===== src/rtl/mc16_pkg.sv =====
package mc16_pkg;

  localparam int INSTR_W = 16;

  typedef enum logic [3:0] {
    OP_ADD  = 4'd0,
    OP_SUB  = 4'd1,
    OP_AND  = 4'd2,
    OP_OR   = 4'd3,
    OP_ADDI = 4'd4,
    OP_LD   = 4'd8,
    OP_ST   = 4'd9,
    OP_BZ   = 4'd12
  } opcode_e;

  typedef enum logic [2:0] {
    PH_FETCH  = 3'd0,
    PH_DECODE = 3'd1,
    PH_EXEC   = 3'd2,
    PH_MEM    = 3'd3,
    PH_WB     = 3'd4
  } phase_e;

  typedef enum logic [1:0] {
    ALU_ADD,
    ALU_SUB,
    ALU_AND,
    ALU_OR
  } alu_fn_e;

  // fixed field layout: positions never depend on the opcode
  typedef struct packed {
    logic [3:0] opc;
    logic [2:0] rd;
    logic [2:0] rs1;
    logic [5:0] low;
  } instr_t;

  function automatic logic opc_known(input logic [3:0] opc);
    case (opc)
      OP_ADD, OP_SUB, OP_AND, OP_OR, OP_ADDI, OP_LD, OP_ST, OP_BZ: return 1'b1;
      default: return 1'b0;
    endcase
  endfunction

endpackage


===== src/rtl/mc16_alu.sv =====
module mc16_alu
  import mc16_pkg::*;
#(
  parameter int DATA_W = 16
) (
  input  alu_fn_e           fn,
  input  logic [DATA_W-1:0] x,
  input  logic [DATA_W-1:0] y,
  output logic [DATA_W-1:0] res
);

  always_comb begin
    case (fn)
      ALU_SUB: res = x - y;
      ALU_AND: res = x & y;
      ALU_OR:  res = x | y;
      default: res = x + y;
    endcase
  end

endmodule


===== src/rtl/mc16_regfile.sv =====
module mc16_regfile #(
  parameter int DATA_W = 16,
  parameter int DEPTH  = 8,
  parameter int NPORTS = 2,
  localparam int IDX_W = $clog2(DEPTH)
) (
  input  logic                     clk,
  input  logic                     wr_en,
  input  logic [IDX_W-1:0]         wr_idx,
  input  logic [DATA_W-1:0]        wr_data,
  input  logic [NPORTS*IDX_W-1:0]  rd_idx,
  output logic [NPORTS*DATA_W-1:0] rd_data
);

  logic [DATA_W-1:0] cells [DEPTH];

  // entry 0 is never written, so it needs no storage semantics of its own
  always_ff @(posedge clk) begin
    if (wr_en && wr_idx != '0) cells[wr_idx] <= wr_data;
  end

  for (genvar p = 0; p < NPORTS; p++) begin : g_rport
    logic [IDX_W-1:0] idx;
    assign idx = rd_idx[p*IDX_W +: IDX_W];
    assign rd_data[p*DATA_W +: DATA_W] = (idx == '0) ? '0 : cells[idx];
  end

endmodule


===== src/rtl/mc16_ctrl.sv =====
module mc16_ctrl
  import mc16_pkg::*;
(
  input  logic       clk,
  input  logic       rst,
  input  logic [3:0] opc,
  output phase_e     phase
);

  phase_e nxt;

  always_comb begin
    nxt = PH_FETCH;
    case (phase)
      PH_FETCH:  nxt = PH_DECODE;
      PH_DECODE: nxt = opc_known(opc) ? PH_EXEC : PH_FETCH;
      PH_EXEC: begin
        if (opc == OP_LD || opc == OP_ST) nxt = PH_MEM;
        else if (opc == OP_BZ)            nxt = PH_FETCH;
        else                              nxt = PH_WB;
      end
      PH_MEM:    nxt = (opc == OP_LD) ? PH_WB : PH_FETCH;
      default:   nxt = PH_FETCH;
    endcase
  end

  always_ff @(posedge clk) begin
    if (rst) phase <= PH_FETCH;
    else     phase <= nxt;
  end


  fetch_then_decode_chk: assert property (@(posedge clk) disable iff (rst)
    (phase == PH_FETCH) |=> (phase == PH_DECODE));


  store_no_wb_chk: assert property (@(posedge clk) disable iff (rst)
    (phase == PH_MEM && opc == OP_ST) |=> (phase == PH_FETCH));


  load_has_wb_chk: assert property (@(posedge clk) disable iff (rst)
    (phase == PH_MEM && opc == OP_LD) |=> (phase == PH_WB));

endmodule


===== src/rtl/mc16_core.sv =====
module mc16_core
  import mc16_pkg::*;
#(
  parameter int DATA_W = 16,
  parameter int ADDR_W = 16,
  parameter int REGS   = 8
) (
  input  logic               clk,
  input  logic               rst,
  output logic [ADDR_W-1:0]  imem_addr,
  input  logic [INSTR_W-1:0] imem_rdata,
  output logic [ADDR_W-1:0]  dmem_addr,
  output logic [DATA_W-1:0]  dmem_wdata,
  output logic               dmem_we,
  input  logic [DATA_W-1:0]  dmem_rdata
);

  localparam int IDX_W = $clog2(REGS);

  phase_e            phase;
  instr_t            ir_q;
  logic [ADDR_W-1:0] pc_q;
  logic [DATA_W-1:0] opa_q, opb_q, imm_q, alu_q, mdr_q;
  logic [ADDR_W-1:0] daddr_q;
  logic [DATA_W-1:0] wdata_q;
  logic              we_q;

  logic [2*IDX_W-1:0]  rf_idx;
  logic [2*DATA_W-1:0] rf_rd;
  logic                rf_we;
  logic [DATA_W-1:0]   rf_wdata;

  alu_fn_e           fn;
  logic [DATA_W-1:0] alu_y, alu_res;
  logic [DATA_W-1:0] sx6, sx3;
  logic              uses_imm, is_mem;

  assign sx6 = {{(DATA_W-6){ir_q.low[5]}}, ir_q.low};
  assign sx3 = {{(DATA_W-3){ir_q.low[2]}}, ir_q.low[2:0]};

  // read port 0 serves the first source, port 1 the second source
  assign rf_idx = {IDX_W'(ir_q.low[5:3]), IDX_W'(ir_q.rs1)};

  mc16_ctrl u_ctrl (
    .clk   (clk),
    .rst   (rst),
    .opc   (ir_q.opc),
    .phase (phase)
  );

  mc16_regfile #(
    .DATA_W (DATA_W),
    .DEPTH  (REGS),
    .NPORTS (2)
  ) u_rf (
    .clk     (clk),
    .wr_en   (rf_we),
    .wr_idx  (IDX_W'(ir_q.rd)),
    .wr_data (rf_wdata),
    .rd_idx  (rf_idx),
    .rd_data (rf_rd)
  );

  always_comb begin
    case (ir_q.opc)
      OP_SUB:  fn = ALU_SUB;
      OP_AND:  fn = ALU_AND;
      OP_OR:   fn = ALU_OR;
      default: fn = ALU_ADD;
    endcase
  end

  assign is_mem   = (ir_q.opc == OP_LD) || (ir_q.opc == OP_ST);
  assign uses_imm = is_mem || (ir_q.opc == OP_ADDI);
  assign alu_y    = uses_imm ? imm_q : opb_q;

  mc16_alu #(.DATA_W(DATA_W)) u_alu (
    .fn  (fn),
    .x   (opa_q),
    .y   (alu_y),
    .res (alu_res)
  );

  always_ff @(posedge clk) begin
    if (rst) begin
      pc_q    <= '0;
      ir_q    <= '0;
      opa_q   <= '0;
      opb_q   <= '0;
      imm_q   <= '0;
      alu_q   <= '0;
      mdr_q   <= '0;
      daddr_q <= '0;
      wdata_q <= '0;
      we_q    <= 1'b0;
    end else begin
      we_q <= 1'b0;
      case (phase)
        PH_FETCH: begin
          ir_q <= imem_rdata;
          pc_q <= pc_q + ADDR_W'(1);
        end
        PH_DECODE: begin
          opa_q <= rf_rd[0 +: DATA_W];
          opb_q <= rf_rd[DATA_W +: DATA_W];
          imm_q <= (ir_q.opc == OP_ST) ? sx3 : sx6;
        end
        PH_EXEC: begin
          alu_q <= alu_res;
          if (is_mem) daddr_q <= ADDR_W'(alu_res);
          if (ir_q.opc == OP_ST) begin
            wdata_q <= opb_q;
            we_q    <= 1'b1;
          end
          if (ir_q.opc == OP_BZ && opa_q == '0) pc_q <= pc_q + ADDR_W'(imm_q);
        end
        PH_MEM: begin
          if (ir_q.opc == OP_LD) mdr_q <= dmem_rdata;
        end
        default: ;
      endcase
    end
  end

  assign rf_we    = (phase == PH_WB);
  assign rf_wdata = (ir_q.opc == OP_LD) ? mdr_q : alu_q;

  assign imem_addr  = pc_q;
  assign dmem_addr  = daddr_q;
  assign dmem_wdata = wdata_q;
  assign dmem_we    = we_q;


  pc_step_chk: assert property (@(posedge clk) disable iff (rst)
    (phase == PH_FETCH) |=> (pc_q == $past(pc_q) + ADDR_W'(1)));


  we_in_store_mem_chk: assert property (@(posedge clk) disable iff (rst)
    dmem_we |-> (phase == PH_MEM && ir_q.opc == OP_ST));


  unknown_skip_chk: assert property (@(posedge clk) disable iff (rst)
    (phase == PH_DECODE && !opc_known(ir_q.opc)) |=>
      (phase == PH_FETCH && pc_q == $past(pc_q) && !dmem_we));


  alu_no_mem_chk: assert property (@(posedge clk) disable iff (rst)
    (phase == PH_WB && !is_mem) |-> !dmem_we);

endmodule


===== config.mk =====
export PLATFORM = sky130hd
export DESIGN_NAME = mc16_core
export DESIGN_NICKNAME = d
export VERILOG_FILES = /design/src/rtl/mc16_pkg.sv /design/src/rtl/mc16_alu.sv /design/src/rtl/mc16_regfile.sv /design/src/rtl/mc16_ctrl.sv /design/src/rtl/mc16_core.sv
export SDC_FILE = /design/constraint.sdc
export NUM_CORES = 1
export LEC_CHECK = 0
export ABC_AREA = 1
export BUFFER_PORTS_ARGS = -buffer_cell sky130_fd_sc_hd__buf_2
export CAP_MARGIN = 15
export CORE_ASPECT_RATIO = 2
export CORE_MARGIN = 5
export CORE_UTILIZATION = 40
export DETAILED_ROUTE_END_ITERATION = 7
export SYNTH_ARGS = -nofsm -noshare
export SYNTH_HDL_FRONTEND = slang
export SYNTH_HIERARCHICAL = 1
export SYNTH_SLANG_ARGS = --single-unit

===== constraint.sdc =====
create_clock -name clk -period 3.73 [get_ports clk]
set_input_delay 0.5595 -clock clk [delete_from_list [all_inputs] [get_ports clk]]
set_output_delay 0.5595 -clock clk [all_outputs]
set_load 0.03 [all_outputs]

==> qor.log, run 1 <==
qor: yosys.ys_ff_latch 266
qor: yosys.synthArstFlopShare 0%
qor: power_and_ir_drop.clock_power_share 24.9%
qor: cts.clock_insertion_delay_worst_skew 0.56 ns
qor: yosys.synth-compound-area-share 14.0%
qor: floorplanning.placement_rows 99
qor: routing.via_per_inst 5.22
qor: placement.port-buffer-count 82
qor: worst_setup_path.critical-path-top-delay-family simple AND/OR/NAND/NOR gates
qor: power_and_ir_drop.switching_share 40.2%
qor: sta.fin_crit_sh 96.1%
qor: grt.gr-total-overflow 0
qor: power_and_ir_drop.total_power_divided_by_cell_area 624 nW/um^2
qor: worst_setup_path.max_stage_delay 0.40 ns
qor: layout.drive_gt1_share 14.9%
qor: placement.hpwlAfterDp 34.5 mm
qor: cts.clock_tree.buffer_depth 3
qor: sta.fmax 279 MHz
qor: cts.tritoncts.num_buffers 24
qor: grt.globalRouteTotalUtil 22.5%
qor: yosys.synth_xor_area_share 1.31%
qor: yosys.synth_edf_count 128
qor: yosys.post_synth_and_or_nand_nor_area_fraction 26.3%
qor: yosys.syn-instance-count 1976
qor: yosys.multiplexer_share_of_the_synthesized_area 0%
qor: yosys.netlist_area 14700 sq um
qor: cts.cts_hold_buffers_added 0
qor: power_and_ir_drop.combPwrFrac 41.8%
qor: routing.detailedRoute.firstIterationViolations 959
qor: floorplanning.die_h 281 um
qor: power_and_ir_drop.vdd_drop_max 0.389 mV
qor: sta.worst_case_headroom_to_the_max_slew_limit 24.2%
qor: grt.grt_start_max_net_pins 94
qor: power_and_ir_drop.p_sw 4.22 mW
qor: run.max_cap_viol_count 0
qor: yosys.synth-adder-area-share 2.23%
qor: worst_setup_path.crit_chain inv_2 > nand2_4 > o31ai_4 > buf_6 > buf_8 > o21ai_2 > inv_1 > nand2_2 > nor3_4 > nand4_1 > xor2_1 > nand2_1 > o21ai_0 > ha_2 > nand2_1 > nor2_4 > nand3_2 > nand2_1 > nand2_1 > nand3_1 > nand2_2 > o21ai_1 > a21oi_1
qor: sta.hold_viol_final 0
qor: floorplanning.fp.coreArea 36400 sq um
qor: worst_setup_path.worstSetupEndpointType flip-flop
qor: routing.post-route-drc-count 0
qor: power_and_ir_drop.power.total 10.5 mW
qor: cts.cts_tree done
qor: grt.wire_length_of_the_first_global_routing_pass 72.6 mm
qor: worst_setup_path.worst-path-buf-inv 4
qor: layout.fillerInstances 3659
qor: floorplanning.die-area 40900 sq um
qor: sta.slew_viol_final 0
qor: layout.layout.nets 2135
qor: routing.drt_first_pass_iters 5
qor: yosys.synth_top_family_by_area simple AND/OR/NAND/NOR gates
qor: routing.drt-total-wl 47.7 mm
qor: placement.place_congestion 0.935
qor: worst_setup_path.critical_path_peak_fanout 12
qor: worst_setup_path.critical_path_required 4.15 ns
qor: yosys.yosysUniqueCellTypes 50
qor: yosys.synth_largest_area_cell sky130_fd_sc_hd__edfxtp_1
qor: layout.areaGrowthSynthToFinish 14.6%
qor: routing.vias 13300
qor: layout.layout.core_utilization 46.3%
qor: yosys.syn_avg_cell_area 7.44 sq um
qor: grt.antenna_violations_before_repair 2
qor: worst_setup_path.critPathKind reg2reg
qor: cts.clkSlewWorstSetupHoldPaths 0.08 ns
qor: layout.diodes 0
qor: status.run_status complete, no violations
qor: routing.ant_nets 0
qor: sta.timing.final.crit_period 3.59 ns
qor: yosys.post_synth_main_area_contributors sky130_fd_sc_hd__edfxtp_1, sky130_fd_sc_hd__dfxtp_1, sky130_fd_sc_hd__nand2_1
qor: min_path.hp-class in2reg
qor: cts.cts.sinks 266
qor: grt.first_global_vias 13200
qor: floorplanning.fp.dieW 146 um
qor: power_and_ir_drop.leakagePower 7.63 nW
qor: worst_setup_path.cpMaxStageDelayCell sky130_fd_sc_hd__ha_2
qor: floorplanning.ios 83
qor: worst_setup_path.worst_path_most_repeated_cell sky130_fd_sc_hd__nand2_1
qor: routing.routedWlPerCell 18.7 um
qor: worst_setup_path.setup.worst_path.start_class flip-flop
qor: sta.max_slew.worst_pin.slew 1.13 ns
qor: yosys.synth_top_cell_area_share 26.1%
qor: cts.ctsRootBufferMaster sky130_fd_sc_hd__clkbuf_16
qor: yosys.synth_sequential_area_ratio 44.9%
qor: power_and_ir_drop.sequentialPowerShare 33.3%
qor: yosys.yosys_warn_count 6
qor: sta.timing.clock.skew 0.0191 ns
qor: worst_setup_path.crit_arrival 4.01 ns
qor: floorplanning.initial_utilization 40.4%
qor: sta.final_count_of_negative_setup_slack_endpoints 0
qor: yosys.synth-main-ff-cell sky130_fd_sc_hd__dfxtp_1
qor: power_and_ir_drop.cellInternalPower 6.29 mW
qor: cts.cts_htree_levels 1
power groups by stage:
stage	clock network [mW]	logic [mW]	registers (mW)
after floorplan	0	2.65	3.56
after global placement	0	3.97	3.55
after detailed placement	0	4.00	3.55
after CTS	2.67	4.08	3.49
after global routing	2.76	4.83	3.52
final	2.62	4.39	3.50
layer usage:
layer  share of wire, %  up-vias  global-route usage [%]  wire length [um]
met4                5.6        4                    10.8              2660
met1                 35     6243                    22.4             16600
met2                 55      357                    45.4             26400
met3                4.1      127                    2.27              1940
met5              0.052        -                       0                25
li1                   -     6573                       -                 -
worst min-delay path, delay by kind of cell:
family,cells,cell delay [ns]
buffers and inverters,1,0.08
AND/OR/NAND/NOR,2,0.12
repair_timing:
action,in CTS,in global routing
resized for setup,13,64
setup buffers,0,4
pin swaps,0,19
gates cloned,0,1
hold endpoints to repair,0,0
endpoints found under the setup margin,4,20
registers in the layout, indices dropped and copies added, names as in the netlist:
register and cells:
u_rf/cells 128, alu_q 16, dmem_addr 16, dmem_wdata 16, imem_addr 16, ir_q 16, mdr_q 16, opa_q 16
opb_q 16, imm_q 6, u_ctrl/phase 3, dmem_we 1
final timing paths:
check | start | endpoint | slack [ns] | depth (start not counted)
max reg2reg | ir_q[12]$_SDFFE_PP0P_ | alu_q[14]$_SDFFE_PP0N_ | 0.14 | 23
min reg2reg | alu_q[3]$_SDFFE_PP0N_ | alu_q[3]$_SDFFE_PP0N_ | 0.45 | 2
min | imem_rdata[0] | ir_q[0]$_SDFFE_PP0P_ | 0.23 | 3
max | ir_q[12]$_SDFFE_PP0P_ | alu_q[14]$_SDFFE_PP0N_ | 0.14 | 23
Yosys cell counts (20+ instances only):
| library cell | instances |
|---|---|
| sky130_fd_sc_hd__buf_2 | 36 |
| sky130_fd_sc_hd__o21ai_0 | 177 |
| sky130_fd_sc_hd__edfxtp_1 | 128 |
| sky130_fd_sc_hd__ha_1 | 23 |
| sky130_fd_sc_hd__nand3_1 | 165 |
| sky130_fd_sc_hd__inv_1 | 268 |
| sky130_fd_sc_hd__dfxtp_1 | 138 |
| sky130_fd_sc_hd__nor2_1 | 196 |
| sky130_fd_sc_hd__o211ai_1 | 36 |
| sky130_fd_sc_hd__clkbuf_1 | 31 |
| sky130_fd_sc_hd__nand2_1 | 504 |
| sky130_fd_sc_hd__a21oi_1 | 105 |
| sky130_fd_sc_hd__buf_6 | 20 |
layout by cell type (no fill, tap or decap), types with 13 or more instances in the layout:
cell type	count
sky130_fd_sc_hd__xor2_1	13
sky130_fd_sc_hd__edfxtp_1	128
sky130_fd_sc_hd__o211ai_1	36
sky130_fd_sc_hd__buf_4	68
sky130_fd_sc_hd__conb_1	16
sky130_fd_sc_hd__nor2_1	194
sky130_fd_sc_hd__nand2_2	17
sky130_fd_sc_hd__nand3_1	162
sky130_fd_sc_hd__buf_2	82
sky130_fd_sc_hd__clkbuf_16	26
sky130_fd_sc_hd__o21ai_0	164
sky130_fd_sc_hd__inv_2	16
sky130_fd_sc_hd__ha_1	15
sky130_fd_sc_hd__dfxtp_1	133
sky130_fd_sc_hd__nand2_1	493
sky130_fd_sc_hd__a21oi_1	97
sky130_fd_sc_hd__inv_1	264
logic make-up after synthesis:
family                   after synthesis
AO/OA/AOI/OAI                        361
XOR/XNOR                              22
adder cells (fa/ha/maj)               25
buffers and inverters                381
flip-flops                           266
other                                  1
AND/OR/NAND/NOR                      920
final cells by class:
cell class / instances / area (sq um) / area share (%)
Clock buffer: 32 / 723 / 4.29
Clock inverter: 12 / 111 / 0.661
Inverter: 283 / 1070 / 6.33
Multi-Input combinational cell: 1344 / 6740 / 40.0
Sequential cell: 266 / 6620 / 39.3
Tap cell: 454 / 568 / 3.37
Timing Repair Buffer: 157 / 1030 / 6.11
per-stage QoR:
stage / std cells / setup slack [ns] / instance area [sq um] / TNS, ns / hold slack, ns
after floorplan: 1991 / 0.154 / 14800 / 0 / 0.425
after global placement: 2499 / -0.103 / 15700 / -0.188 / 0.433
after detailed placement: 2499 / -0.187 / 15700 / -0.328 / 0.441
after CTS: 2543 / 0.0231 / 16600 / 0 / 0.219
after global routing: 2548 / -0.0582 / 16900 / -0.302 / 0.245
final: 2548 / 0.144 / 16900 / 0 / 0.233
Power figures use the tool's default switching activity.
==> run 2, diff against run 1 <==
Settings changed: ABC_AREA 1 to unset.
==> run 2 against run 1 <==
Effect of this change: die area decreased by 11%; cell area is 9.2% lower; synthesized cell count decreased by 34%; combinational power increased by 70%; clock skew is 0.011 ns lower; wire length fell by 22%; critical path depth is 3 lower; utilization increased by 1.2 points; worst hold slack improved by 0.037 ns; critical endpoint is now alu_q[15]$_SDFFE_PP0N_; highest routed layer is now met4.
==> qor.log, run 2 <==
qor: status.run_status complete, no violations
qor: routing.ant_nets 0
qor: worst_setup_path.critPathKind reg2reg
qor: worst_setup_path.critical_path_required 4.13 ns
qor: floorplanning.fp.dieW 138 um
qor: grt.first_global_vias 10500
qor: sta.fmax 269 MHz
qor: routing.drt-total-wl 37.3 mm
qor: yosys.synth_top_cell_area_share 25.8%
qor: yosys.syn-instance-count 1305
qor: placement.hpwlAfterDp 27.1 mm
qor: layout.drive_gt1_share 25.2%
qor: cts.cts_hold_buffers_added 0
qor: placement.place_congestion 0.849
qor: worst_setup_path.timing.critical_path.to alu_q[15]$_SDFFE_PP0N_
qor: worst_setup_path.crit_chain nand2b_4 > o21ai_4 > nand2b_4 > buf_8 > nand2_2 > nand2_2 > or3_4 > nor3_4 > a21oi_2 > xnor2_1 > ha_1 > a21oi_2 > o211ai_1 > a21o_1 > o2111a_1 > a211oi_2 > nor3b_1 > or3b_1 > nand2_1 > a21oi_2
qor: run.max_cap_viol_count 0
qor: worst_setup_path.crit_arrival 4.11 ns
qor: worst_setup_path.critical_path_depth 20
qor: worst_setup_path.worst-path-buf-inv 1
qor: layout.largest_reg_flops 112
qor: routing.via_per_inst 5.48
qor: layout.postLayoutCellArea 15300 sq um
qor: sta.final_count_of_negative_setup_slack_endpoints 0
qor: yosys.post_synth_main_area_contributors sky130_fd_sc_hd__edfxtp_1, sky130_fd_sc_hd__dfxtp_1, sky130_fd_sc_hd__nand2_1
qor: sta.fin_crit_sh 99.5%
qor: worst_setup_path.setup.worst_path.start_class flip-flop
qor: yosys.yosysUniqueCellTypes 82
qor: worst_setup_path.critical_path.reg2reg.endpoint alu_q[15]$_SDFFE_PP0N_
qor: worst_setup_path.critical_path.reg2reg.startpoint ir_q[12]$_SDFFE_PP0P_
qor: placement.port-buffer-count 82
qor: layout.areaGrowthSynthToFinish 17.4%
qor: routing.drt_first_pass_iters 5
qor: yosys.ys_ff_latch 250
qor: grt.grt_start_max_net_pins 65
qor: yosys.netlist_area 13000 sq um
qor: grt.gr-total-overflow 0
qor: floorplanning.die-area 36500 sq um
qor: worst_setup_path.worstSetupEndpointType flip-flop
qor: worst_setup_path.cpMaxStageDelayCell sky130_fd_sc_hd__or3_4
qor: sta.timing.final.crit_period 3.71 ns
qor: layout.mostFrequentLayoutCells sky130_fd_sc_hd__nand2_1, sky130_fd_sc_hd__a21oi_1, sky130_fd_sc_hd__dfxtp_1
qor: yosys.synth-main-ff-cell sky130_fd_sc_hd__dfxtp_1
qor: power_and_ir_drop.total_power_divided_by_cell_area 889 nW/um^2
qor: grt.wire_length_of_the_first_global_routing_pass 56.9 mm
qor: cts.ctsRootBufferMaster sky130_fd_sc_hd__clkbuf_16
qor: cts.cts.sinks 250
qor: sta.hold_viol_final 0
qor: cts.tritoncts.num_buffers 23
qor: routing.routedWlPerCell 20.0 um
qor: worst_setup_path.critical-path-top-delay-family simple AND/OR/NAND/NOR gates
qor: routing.detailedRoute.firstIterationViolations 624
qor: cts.clkSlewWorstSetupHoldPaths 0.07 ns
qor: worst_setup_path.max_stage_delay 0.43 ns
qor: worst_setup_path.worst_path_most_repeated_cell sky130_fd_sc_hd__a21oi_2
qor: sta.timing.clock.skew 0.00857 ns
qor: routing.vias 10200
qor: yosys.synth_edf_count 112
qor: sta.grt_setup_unrepaired yes
qor: sta.post-route-worst-setup-slack 0.0191 ns
qor: cts.clock_tree.buffer_depth 3
qor: power_and_ir_drop.vdd_drop_max 0.478 mV
qor: floorplanning.ios 83
qor: grt.globalRouteTotalUtil 20.1%
qor: worst_setup_path.r2r_slack 0.02 ns
qor: yosys.synth.net_count 1364
qor: yosys.most_frequent_cells_after_synthesis sky130_fd_sc_hd__nand2_1, sky130_fd_sc_hd__a21oi_1, sky130_fd_sc_hd__dfxtp_1, sky130_fd_sc_hd__edfxtp_1, sky130_fd_sc_hd__mux2i_1
qor: sta.slew_viol_final 0
qor: layout.final-instance-count-excl-fill 1866
qor: layout.layout.nets 1482
qor: yosys.synth_largest_area_cell sky130_fd_sc_hd__edfxtp_1
qor: layout.leading_cell_type_in_the_layout_fill_and_taps_excluded sky130_fd_sc_hd__nand2_1
qor: yosys.syn_avg_cell_area 9.99 sq um
qor: worst_setup_path.critical_path_peak_fanout 7
qor: layout.diodes 0
qor: sta.worst_case_headroom_to_the_max_slew_limit 48.4%
qor: sta.max_slew.worst_pin.slew 0.773 ns
qor: min_path.hp-class in2reg
qor: floorplanning.initial_utilization 40.5%
qor: floorplanning.placement_rows 93
qor: cts.clock_insertion_delay_worst_skew 0.52 ns
qor: worst_setup_path.setup.worst_path.start ir_q[12]$_SDFFE_PP0P_
qor: yosys.synthMostInstantiatedCell sky130_fd_sc_hd__nand2_1
qor: layout.top_register u_rf/cells
qor: placement.dp_area 14200 sq um
qor: cts.cts_tree done
qor: yosys.synth_sequential_area_ratio 47.0%
qor: routing.post-route-drc-count 0
qor: placement.preCtsSetupSlack -0.299 ns
qor: grt.antenna_violations_before_repair 0
qor: floorplanning.fp.coreArea 32200 sq um
qor: placement.dp.cells 1816
qor: yosys.yosys_warn_count 6
qor: yosys.synthArstFlopShare 0%
qor: cts.cts_htree_levels 1
qor: power_and_ir_drop.leakagePower 5.69 nW
qor: floorplanning.die_h 265 um
qor: worst_setup_path.r2r.worst_path.cells 20
[run 2: cell count changes in the layout (fill, tap and decap cells not counted), moves of 24 or more]
| cell | previous run | this run |
|---|---|---|
| sky130_fd_sc_hd__o211ai_1 | 36 | 4 |
| sky130_fd_sc_hd__a221oi_1 | 0 | 28 |
| sky130_fd_sc_hd__nor2_1 | 194 | 47 |
| sky130_fd_sc_hd__mux2i_1 | 0 | 53 |
| sky130_fd_sc_hd__nand2_1 | 493 | 287 |
| sky130_fd_sc_hd__mux2_2 | 0 | 37 |
| sky130_fd_sc_hd__o21ai_0 | 164 | 21 |
| sky130_fd_sc_hd__a21oi_1 | 97 | 135 |
| sky130_fd_sc_hd__inv_1 | 264 | 13 |
| sky130_fd_sc_hd__nand3_1 | 162 | 5 |
| sky130_fd_sc_hd__buf_4 | 68 | 100 |
| sky130_fd_sc_hd__a211oi_1 | 0 | 24 |
[run 2: cell type report]
class / instances / area, sq um
clock buffer: 32 / 703
clock inverter: 9 / 109
fill: 3032 / 16900
inverter: 15 / 58.8
multi-input combinational: 947 / 6510
sequential: 250 / 6130
tap: 427 / 534
timing repair buffer: 186 / 1260
[run 2: worst min path at each step]
stage                                    start                         end  slack (ns)  cells after the start
global placement    dmem_addr[13]$_SDFFE_PP0P_  dmem_addr[13]$_SDFFE_PP0P_        0.44                      2
CTS                              dmem_rdata[7]       mdr_q[7]$_SDFFE_PP0P_        0.25                      3
global route                     dmem_rdata[7]       mdr_q[7]$_SDFFE_PP0P_        0.26                      3
finish                           dmem_rdata[7]       mdr_q[7]$_SDFFE_PP0P_        0.27                      3
floorplan                 ir_q[0]$_SDFFE_PP0P_       imm_q[0]$_SDFFE_PP0N_        0.43                      2
detailed placement   dmem_addr[5]$_SDFFE_PP0P_   dmem_addr[5]$_SDFFE_PP0P_        0.44                      2
[run 2: tightest hold or removal path: cells and delay by family]
family                 cells  cell delay (ns)
AOI/OAI and AO/OA          1             0.05
buffers and inverters      1             0.09
and+or+nand+nor            1             0.04
[run 2: report_power, final]
group | total [mW] | leakage (nW) | switching [mW] | internal (mW)
Clock | 2.52 | 0.392 | 1.06 | 1.46
Sequential | 3.63 | 2.16 | 0.362 | 3.26
Combinational | 7.45 | 3.14 | 4.01 | 3.44
Total | 13.6 | 5.69 | 5.43 | 8.17
[run 2: cell families after synthesis]
kind of cell	count (synthesis)	synth area share, %
simple gates	460	16.5
compound gates	302	15.8
flops	250	47.0
mux	118	10.2
buf+inv	108	4.98
fa+ha+maj	39	3.59
xor+xnor	28	1.88
[run 2: per-layer routing]
| layer | track usage (%) | vias to the layer above | share of wire [%] |
|---|---|---|---|
| li1 | - | 4946 | - |
| met1 | 20.4 | 4926 | 35 |
| met2 | 38.7 | 268 | 56 |
| met3 | 2.55 | 95 | 4.1 |
| met4 | 10.6 | 0 | 5.1 |
| met5 | 0 | - | 0 |
[run 2: what timing repair did]
item / 4_1_cts / 5_1_grt
gates cloned: 0 / 1
setup buffers: 3 / 5
pin swaps: 8 / 10
gates resized for setup: 23 / 21
setup endpoints to repair: 14 / 15
hold endpoints to repair: 0 / 0
[run 2: through the flow]
stage	total power, mW	hold slack (ns)	setup TNS [ns]	utilization, %
finish	13.6	0.270	0	47.5
global route	14.4	0.260	-0.535	47.5
CTS	13.4	0.252	0	47.1
detailed placement	10.5	0.444	-2.49	44.1
global placement	10.5	0.441	-1.91	44.1
floorplan	8.08	0.432	-0.00169	-
